`src/rtl/sdram_colgen_pkg.sv`:
```
package sdram_colgen_pkg;

  // Strobes from control to datapath
  typedef struct packed {
    logic load;     // capture start settings, beat index to zero
    logic advance;  // step to the next beat
  } colCtl_t;

  localparam logic [2:0] LEN_FULL = 3'b111;

  // Legal settings: codes 0..3 with either type, full page with sequential only
  function automatic logic lenLegal(input logic [2:0] code, input logic ilv);
    return (code[2] == 1'b0) || (code == LEN_FULL && !ilv);
  endfunction

endpackage

```
`src/rtl/sdram_colgen_ctrl.sv`:
```
module sdram_colgen_ctrl
  import sdram_colgen_pkg::*;
(
  input  logic       clk,
  input  logic       rstN,
  input  logic       startStb,
  input  logic       stopStb,
  input  logic [2:0] lenCode,
  input  logic       burstType,
  input  logic       atLast,
  output colCtl_t    ctl,
  output logic       busy,
  output logic       cfgErr
);

  logic legal;
  logic busyNext;

  assign legal = lenLegal(lenCode, burstType);

  always_comb begin
    ctl.load    = startStb && legal;
    ctl.advance = busy && !startStb && !stopStb && !atLast;
  end

  always_comb begin
    if (startStb)            busyNext = legal;
    else if (stopStb)        busyNext = 1'b0;
    else if (busy && atLast) busyNext = 1'b0;
    else                     busyNext = busy;
  end

  always_ff @(posedge clk) begin
    if (!rstN) begin
      busy   <= 1'b0;
      cfgErr <= 1'b0;
    end else begin
      busy   <= busyNext;
      cfgErr <= startStb && !legal;
    end
  end

endmodule

```
`src/rtl/sdram_colgen_dp.sv`:
```
module sdram_colgen_dp
  import sdram_colgen_pkg::*;
#(
  parameter int COL_W = 8
) (
  input  logic             clk,
  input  logic             rstN,
  input  colCtl_t          ctl,
  input  logic [COL_W-1:0] startCol,
  input  logic [2:0]       lenCode,
  input  logic             burstType,
  output logic [COL_W-1:0] colAddr,
  output logic             atLast
);

  localparam int MAX_SHORT = 8;  // longest bounded burst

  logic [COL_W-1:0] baseReg, maskReg, beatCnt;
  logic             ilvReg, fullReg;
  logic [COL_W-1:0] newMask;
  logic [COL_W-1:0] offs;
  logic             newFull;

  assign newFull = (lenCode == LEN_FULL);

  // Mask of the address bits that move within the burst
  for (genvar i = 0; i < COL_W; i++) begin : g_mask
    if (i < $clog2(MAX_SHORT)) begin : g_low
      assign newMask[i] = newFull || (i < int'(lenCode[1:0]));
    end else begin : g_high
      assign newMask[i] = newFull;
    end
  end

  always_ff @(posedge clk) begin
    if (!rstN) begin
      baseReg <= '0;
      maskReg <= '0;
      beatCnt <= '0;
      ilvReg  <= 1'b0;
      fullReg <= 1'b0;
    end else if (ctl.load) begin
      baseReg <= startCol;
      maskReg <= newMask;
      beatCnt <= '0;
      ilvReg  <= burstType;
      fullReg <= newFull;
    end else if (ctl.advance) begin
      beatCnt <= beatCnt + 1'b1;
    end
  end

  assign offs    = ilvReg ? (baseReg ^ beatCnt) : (baseReg + beatCnt);
  assign colAddr = (baseReg & ~maskReg) | (offs & maskReg);
  assign atLast  = !fullReg && ((beatCnt & maskReg) == maskReg);

endmodule

```
`src/rtl/sdram_colgen.sv`:
```
module sdram_colgen
  import sdram_colgen_pkg::*;
#(
  parameter int COL_W = 8
) (
  input  logic             clk,
  input  logic             rstN,
  input  logic             startStb,
  input  logic             stopStb,
  input  logic [COL_W-1:0] startCol,
  input  logic [2:0]       lenCode,
  input  logic             burstType,
  output logic [COL_W-1:0] colAddr,
  output logic             colValid,
  output logic             lastBeat,
  output logic             cfgErr
);

  colCtl_t ctl;
  logic    busy;
  logic    atLast;

  sdram_colgen_ctrl u_ctrl (
    .clk       (clk),
    .rstN      (rstN),
    .startStb  (startStb),
    .stopStb   (stopStb),
    .lenCode   (lenCode),
    .burstType (burstType),
    .atLast    (atLast),
    .ctl       (ctl),
    .busy      (busy),
    .cfgErr    (cfgErr)
  );

  sdram_colgen_dp #(.COL_W(COL_W)) u_dp (
    .clk       (clk),
    .rstN      (rstN),
    .ctl       (ctl),
    .startCol  (startCol),
    .lenCode   (lenCode),
    .burstType (burstType),
    .colAddr   (colAddr),
    .atLast    (atLast)
  );

  assign colValid = busy;
  assign lastBeat = busy && atLast;

endmodule

```
`config.mk`:
```
export PLATFORM = sky130hd
export DESIGN_NAME = sdram_colgen
export DESIGN_NICKNAME = d
export VERILOG_FILES = /design/src/rtl/sdram_colgen_pkg.sv /design/src/rtl/sdram_colgen_ctrl.sv /design/src/rtl/sdram_colgen_dp.sv /design/src/rtl/sdram_colgen.sv
export SDC_FILE = /design/constraint.sdc
export NUM_CORES = 1
export LEC_CHECK = 0
export ABC_AREA = 1
export ABC_CLOCK_PERIOD_IN_PS = 2500
export BUFFER_PORTS_ARGS = -buffer_cell sky130_fd_sc_hd__buf_2
export CAP_MARGIN = 20
export CORE_MARGIN = 10
export CORE_UTILIZATION = 59
export CTS_CLUSTER_SIZE = 14
export DETAILED_ROUTE_END_ITERATION = 16
export PLACE_DENSITY = 0.85
export REMOVE_ABC_BUFFERS = 1
export SKIP_CTS_REPAIR_TIMING = 1
export SYNTH_ARGS = -nofsm -noshare
export SYNTH_HDL_FRONTEND = slang
export SYNTH_SLANG_ARGS = --single-unit
```
`constraint.sdc`:
```
create_clock -name clk -period 2.5 [get_ports clk]
set_input_delay 0 -clock clk [delete_from_list [all_inputs] [get_ports clk]]
set_output_delay 0 -clock clk [all_outputs]
set_load 0.01 [all_outputs]
```
==> impl.org, run 1 <==
** Die
- Row cnt :: 17
- Chip Width :: 69.24 µm
- From bottom edge to top edge, the die measures 69.24 µm.
- Total Die Area :: 0.004793 mm²
- For this configuration, the core starts out at a cell density of 63.43%.
- I/O pins :: 27
- The core region is 0.002255 mm².

** Clocking
- Buffer cell driving the clock tree root :: clkbuf_4
- TritonCTS created 3 clock buffers.
- Clock latency of the later-clocked register in the worst-skew pair :: 0.33 ns
- Counting along the longest clock path gives a buffer depth of 2.
- TritonCTS built the clock tree.
- Worst-path clk slew :: 0.15 ns
- For this design, the sink count on the clock tree is 23.
- Total number of H-tree levels :: 1

** Routing
- Overall via count from detail_route :: 1,511
- After detailed routing, the average wire length per cell comes to 14.61 µm.
- After detailed routing, the number of remaining DRC violations is 0.
- The count of nets left with antenna violations once routing finished came out at 0.
- The first TritonRoute pass finished after 4 iterations.
- After the first detailed-routing iteration, the DRC count stood at 108.
- The routed design has 4018 µm of wire.
- Via/cell ratio :: 5.495

** Worst setup path
- Data required time at the worst endpoint :: 2.50 ns
- Number of cells on the critical path :: 10
- The cell that appears most often on the critical path is nand2_1.
- Worst Path Class, Setup :: reg2out
- On the critical path the largest part of the delay comes from adder cells.
- STA classifies the critical path endpoint as a primary output.
- On the worst path, the slowest cell contributes a delay of 0.53 ns.
- STA classifies the critical path startpoint as a flip-flop.
- STA puts the critical path data arrival time at 2.44 ns.
- Peak fanout along the critical path :: 7
- Among all stages on the critical path, the largest delay is contributed by dfxtp_1.
- Path depth of the worst reg2reg path :: 6
- Together, buffers and inverters on the worst path number 2.
- Cell Chain, Critical Path :: ha_1, inv_1, fa_1, o21ai_0, nand3b_1, nand2_1, nand2_1, nand3_1, nand2_1, buf_2

** Timing
- Upper clock frequency limit :: 409.8 MHz
- After layout, the worst path uses 97.61% of the clock period.
- Final setup violation count :: 0
- After layout, the minimum clock period comes to 2.440 ns.
- For the final routed database, the setup TNS stands at 0 ns.
- Final Hold Vio Count :: 0
- The final-report max-slew violation count was 0.
- Final worst clock skew :: 0.02028 ns
- Slew of the pin with the lowest slew margin :: 0.5130 ns
- Worst slew margin :: 65.72%

** Final layout
- Of the cells placed in the final design, the portion with a size suffix greater than 1 is 16.60%.
- Number of diodes :: 0
- Non-filler cells in the finished layout :: 275
- For this run, the post-layout net count is 273.
- Synthesis-to-finish area growth :: 24.50%
- After routing the design area is 0.001780 mm².
- Once layout is complete, the utilization of the core stands at 78.97%.

** Power and ir drop
- Highest ir drop seen on vdd :: 0.0004547 V
- The internal portion of the total power is 0.4983 mW.
- Sequential group share of total power :: 55.3%
- Clock Power Share :: 26.7%
- Total power :: 0.7056 mW
- Portion of total power attributed to combinational logic :: 18.0%
- For this design the static power due to leakage is 0.8000 nW.
- Net switching power of the design :: 0.2074 mW
- Switching Share :: 29.39%
- In this run the power density over the cells is 396.3 mW/mm².

** GRT
- The number of antenna violations at the first check in global routing is 0.
- Global routing used 15.92% of the available met1 tracks.
- Routing usage on met2 :: 25.00%
- Residual overflow from global routing :: 0
- Entering global routing, the biggest net connects 16 pins.
- The via count of the first global-routing pass came to 1,407.
- Total global routing track utilization :: 14.34%
- Met3 demand-to-capacity share in global routing :: 4.422%
- Most Used Layer, Global Route :: met2
- The first global-routing pass estimated 6072 µm of wire.

** Run
- Max-cap violations in this run came to 0.

** Worst hold path
- The path class of the tightest hold or removal check is in2reg.
- Cells on Worst Hold Path :: 3

** Synthesis
- Yosys mapped a number of flops with a built-in enable equal to 0.
- Number of synthesis warnings :: 0
- Area of the mapped netlist :: 0.001430 mm²
- Synth cell types :: 33
- For this run, the register share of the synthesized area comes to 32.20%.
- Dividing the synthesized area by the synthesized cell count gives 7.045 µm².
- The synthesized design contains 23 register bits.
- Number of cells produced by synthesis :: 203
- Primary FF master, synth :: dfxtp_1
- Fraction of registers with async set or reset after synthesis :: 0%

** Place
- Count of placed standard cells including taps :: 253
- Once placement finished, the instance area stood at 0.001570 mm².
- The HPWL after detailed placement is 2634 µm.
- Port buffer count :: 26
- Routability-driven placement finished with a final weighted congestion of 0.8985.

** Status
- The run finished with clean final reports.
-- cell families after synthesis --
group / Yosys count / share of synthesized area, %
AND/OR/NAND/NOR: 97 / 30.53
AO/OA/AOI/OAI: 40 / 17.15
buffers and inverters: 28 / 8.048
flip-flops: 23 / 32.20
adder cells (fa/ha/maj): 9 / 8.399
XOR/XNOR: 6 / 3.675
-- worst min-delay path, delay by kind of cell --
kind / cells / cell delay (ns)
buffers and inverters: 1 / 0.15
AND/OR/NAND/NOR: 2 / 0.15
-- final cells by class --
| class | instances | area (µm²) |
|---|---|---|
| multi-input cells | 152 | 854.6 |
| fillers | 167 | 474.2 |
| flip-flops and latches | 23 | 460.4 |
| repair buffers | 44 | 310.3 |
| inverters | 24 | 90.09 |
| well taps | 28 | 35.03 |
| clock buffers | 3 | 22.52 |
| clock inverters | 1 | 7.507 |
-- power by group through the flow --
stage / registers [mW] / clock network (mW) / logic (mW)
after floorplan: 0.395 / 0 / 0.0622
after global placement: 0.397 / 0 / 0.0985
after detailed placement: 0.397 / 0 / 0.102
after CTS: 0.389 / 0.193 / 0.102
after global routing: 0.391 / 0.201 / 0.141
final: 0.390 / 0.188 / 0.127
-- routing by layer --
layer  routed length [µm]  share of wire, %
met5                    0                 0
met4                   41               1.0
met1                 1711                43
met2                 2038                51
met3                  226               5.6
-- per-stage QoR --
step | worst slack (ns) | hold slack [ns]
finish | 0.05969 | 0.01253
floorplan | 0.7454 | 0.1031
global route | -0.06187 | 0.01056
global placement | 0.6308 | 0.1868
detailed placement | 0.6004 | 0.1912
CTS | 0.2088 | -0.1681
-- cells in the mapped netlist (2+ instances only) --
library cell  count  area share (%)
o21ai_0          16             5.6
buf_2             2            0.70
nand2_1          60              16
o21ai_2           2             1.2
nor2_1           10             2.6
nand4_1           2            0.87
nand3b_1          2             1.0
xor2_1            3             1.8
a21oi_1          14             4.9
nand3_1          16             5.6
ha_1              8             7.0
xnor2_1           3             1.8
inv_1            23             6.0
dfxtp_1          23              32
-- state kept, by name (all words and copies together), names as in the netlist --
name and cells:
u_ctrl.busy 1, u_ctrl.cfgErr 1, u_dp.baseReg 8, u_dp.beatCnt 8, u_dp.ilvReg 1, u_dp.maskReg 4
-- path summary, 6_finish.rpt --
path | end | slack (ns) | startpoint
worst max-delay path | colAddr[6] | 0.06 | u_dp.beatCnt[0]
worst min-delay path | u_dp.baseReg[5] | 0.01 | rstN
worst max register to register | u_dp.beatCnt[6] | 0.99 | u_dp.beatCnt[0]
worst min register to register | u_dp.baseReg[7] | 0.48 | u_dp.baseReg[7]
-- placed cells by master, fill, tap and decap left out, types with 2 or more instances in the layout --
| cell | n |
|---|---|
| nand3_1 | 16 |
| inv_1 | 23 |
| nand2_1 | 60 |
| nand3b_1 | 2 |
| dfxtp_1 | 23 |
| dlygate4sd3_1 | 18 |
| clkbuf_4 | 3 |
| a21oi_1 | 14 |
| o21ai_2 | 2 |
| nor2_1 | 10 |
| buf_2 | 26 |
| xnor2_1 | 3 |
| ha_1 | 8 |
| nand4_1 | 2 |
| o21ai_0 | 16 |
| xor2_1 | 3 |
Power figures use the tool's default switching activity.
==> inputs of run 2 (changes only) <==
--- a/config.mk
+++ b/config.mk
@@ -13,7 +13,7 @@
 export CORE_UTILIZATION = 59
 export CTS_CLUSTER_SIZE = 14
 export DETAILED_ROUTE_END_ITERATION = 16
-export PLACE_DENSITY = 0.85
+export PLACE_DENSITY = 0.91
 export REMOVE_ABC_BUFFERS = 1
 export SKIP_CTS_REPAIR_TIMING = 1
 export SYNTH_ARGS = -nofsm -noshare
==> run 2 against run 1 <==
Against the previous run: the run now ends with negative hold slack left; via count down 4.5%; count of clock-buffer cells in the layout unchanged; sequential share of layout area up 0.80 points.
==> impl.org, run 2 (synthesis gave the netlist of run 1 again) <==
** Place
- Total placed instance area :: 0.001570 mm²
- Port buffer count :: 26
- Placer's final routability congestion estimate :: 0.8333
- HPWL after detailed placement :: 2567 µm

** Routing
- Once detail routing completed, the nets flagged for antenna violations numbered 0.
- Met3 Wirelength :: 177 µm
- Length of the first detailed-routing pass in iterations :: 4
- Detailed Route Iter0 Violations :: 109
- In the final routed layout, each cell accounts on average for 13.95 µm.
- Overall via count from detail_route :: 1,443
- Top routing layer used :: met4
- After detailed routing, the wire length on met1 is 1615 µm.
- For this block, the routed nets add up to 3767 µm of wire.
- For this run, design rule violations remaining after detail routing come to 0.
- Routed length on met2 :: 1928 µm
- Dividing the detail-routed via count by the number of cells gives 5.344.

** Final layout
- In the layout the commonest cells are 60 x nand2_1, 26 x buf_2, 23 x inv_1.
- The library cell used most frequently in the layout, excluding fill and tap cells, is nand2_1.
- From synthesis to final layout, the design area changed by 21.08%.
- End-of-flow core utilization :: 76.80%
- The final layout contains 268 nets.
- Layout Cell Area excl Fill :: 0.001732 mm²
- The number of antenna diodes in the final layout is 0.
- The largest registers in the layout are u_dp.baseReg x8, u_dp.beatCnt x8, u_dp.maskReg x4.
- The post-route netlist has 17.36% of its cells at a drive strength greater than 1.

** Worst setup path
- By instance count, the cell type seen most on the critical path is o21ai_0.
- Peak fanout along the critical path :: 7
- On the worst path, the slowest cell contributes a delay of 0.44 ns.
- Slowest cell on crit path :: dfxtp_2
- The worst setup path is launched from a flip-flop.
- Cell Chain, Critical Path :: ha_1, inv_1, fa_1, o21ai_0, nand2_1, xor2_1, o21ai_0, buf_2
- Crit path arrival time :: 2.23 ns
- STA classifies the critical path endpoint as a primary output.
- Worst Path Class, Setup :: reg2out
- Setup slack on the worst flop-to-flop path :: 1.08 ns
- For the worst setup path, the data required time is 2.50 ns.

** Power and ir drop
- In this run the static leakage power is 0.7767 nW.
- In this run, the clock network consumes 26.9% of the power.
- Net switching power of the design :: 0.2064 mW
- Per report_power, the combinational group accounts for 17.4% of the total.
- Total power per unit cell area :: 403.8 mW/mm²
- Switching Share :: 29.52%
- Sequential cells burn 55.7% of the power.
- VDD sags by at most 0.0004469 V.
- Internal :: 0.4928 mW

** Die
- Measured along the x axis, the die boundary spans 69.24 µm.
- The initial utilization of the core area, before any placement, comes to 63.43%.
- Total Die Area :: 0.004793 mm²
- 27 I/O pins were placed.
- Area of the core :: 0.002255 mm²
- Vertical extent of the die :: 69.24 µm
- The initialized floorplan defines 17 standard-cell rows.

** Timing
- For the pin with the worst max-slew slack, the measured transition is 0.5285 ns.
- Worst slew margin :: 64.68%
- For the final database, setup skew stands at 0.01087 ns.
- Post-Route Hold Slack :: -0.007982 ns
- Minimum clock period :: 2.227 ns
- Based on the critical path, the design can be clocked at up to 449.0 MHz.
- The final-report max-slew violation count is 0.
- Post-route fraction of the period consumed by the critical path :: 89.08%
- Setup repair after global routing missed its margin :: false
- Final setup violation count :: 0
- Final Hold Vio Count :: 2
- Post-Route Setup TNS :: 0 ns

** Run
- Max capacitance violation total :: 0

** GRT
- The number of antenna violations at the first check in global routing came to 0.
- Maximum number of pins on one net before global-route repair :: 16
- Total global routing track utilization :: 13.23%
- The first global-routing pass estimated 5526 µm of wire.
- Via count of the first global-routing pass :: 1,249
- Residual overflow from global routing :: 0

** Clocking
- The tree built by TritonCTS fans out to 23 sinks.
- The longest clock path from root to sink contains 2 buffers.
- Total number of H-tree levels :: 1
- Buffer cell driving the clock tree root :: clkbuf_4
- Clock latency of the later-clocked register in the worst-skew pair :: 0.33 ns
- TritonCTS built the clock tree.
- Number of buffers created by CTS :: 3
- Clock-pin slew was measured on the worst setup and hold paths at 0.15 ns.

** Worst hold path
- The worst hold path belongs to the class in2reg.

** Status
- Violations in the final reports :: negative hold slack
- The flow ran to the end, but the final reports show violations.
[run 2: power groups by stage]
stage	clock network, mW	logic [mW]	registers (mW)
floorplan	0	0.0622	0.395
global placement	0	0.0992	0.397
detailed placement	0	0.101	0.397
CTS	0.188	0.102	0.389
global route	0.204	0.134	0.391
finish	0.188	0.122	0.389
[run 2: final timing paths]
path | from | to | cells past startpoint
min | rstN | u_dp.baseReg[2] | 3
min reg2reg | u_dp.baseReg[7] | u_dp.baseReg[7] | 2
max reg2reg | u_dp.maskReg[3] | u_dp.beatCnt[7] | 5
max | u_dp.beatCnt[0] | colAddr[4] | 8
[run 2: routing by layer]
layer,up-vias,track usage [%]
li1,743,-
met1,648,15.46
met2,46,22.88
met3,6,4.280
met4,0,2.439
met5,-,0
[run 2: final cells by class]
| class | instances | area, µm² |
|---|---|---|
| timing repair buffer | 39 | 260.3 |
| sequential | 23 | 461.7 |
| inverter | 24 | 90.09 |
| clock inverter | 1 | 7.507 |
| fill | 178 | 523.0 |
| multi-input combinational | 152 | 854.6 |
| tap | 28 | 35.03 |
| clock buffer | 3 | 22.52 |
[run 2: worst max-delay path: cells and delay by family (launching register included)]
family	cells	cell delay, ns
XOR/XNOR	1	0.14
flip-flops	1	0.44
adder cells (fa/ha/maj)	2	0.59
buffers and inverters	2	0.23
AO/OA/AOI/OAI	2	0.40
AND/OR/NAND/NOR	1	0.09
[run 2: stage by stage]
stage	worst slack (ns)	total power [mW]	std cells
after floorplan	0.7454	0.4577	199
after detailed placement	0.5572	0.4986	253
after global placement	0.6520	0.4958	253
after global routing	0.01837	0.7281	270
after CTS	0.1636	0.6798	257
final	0.2730	0.6993	270
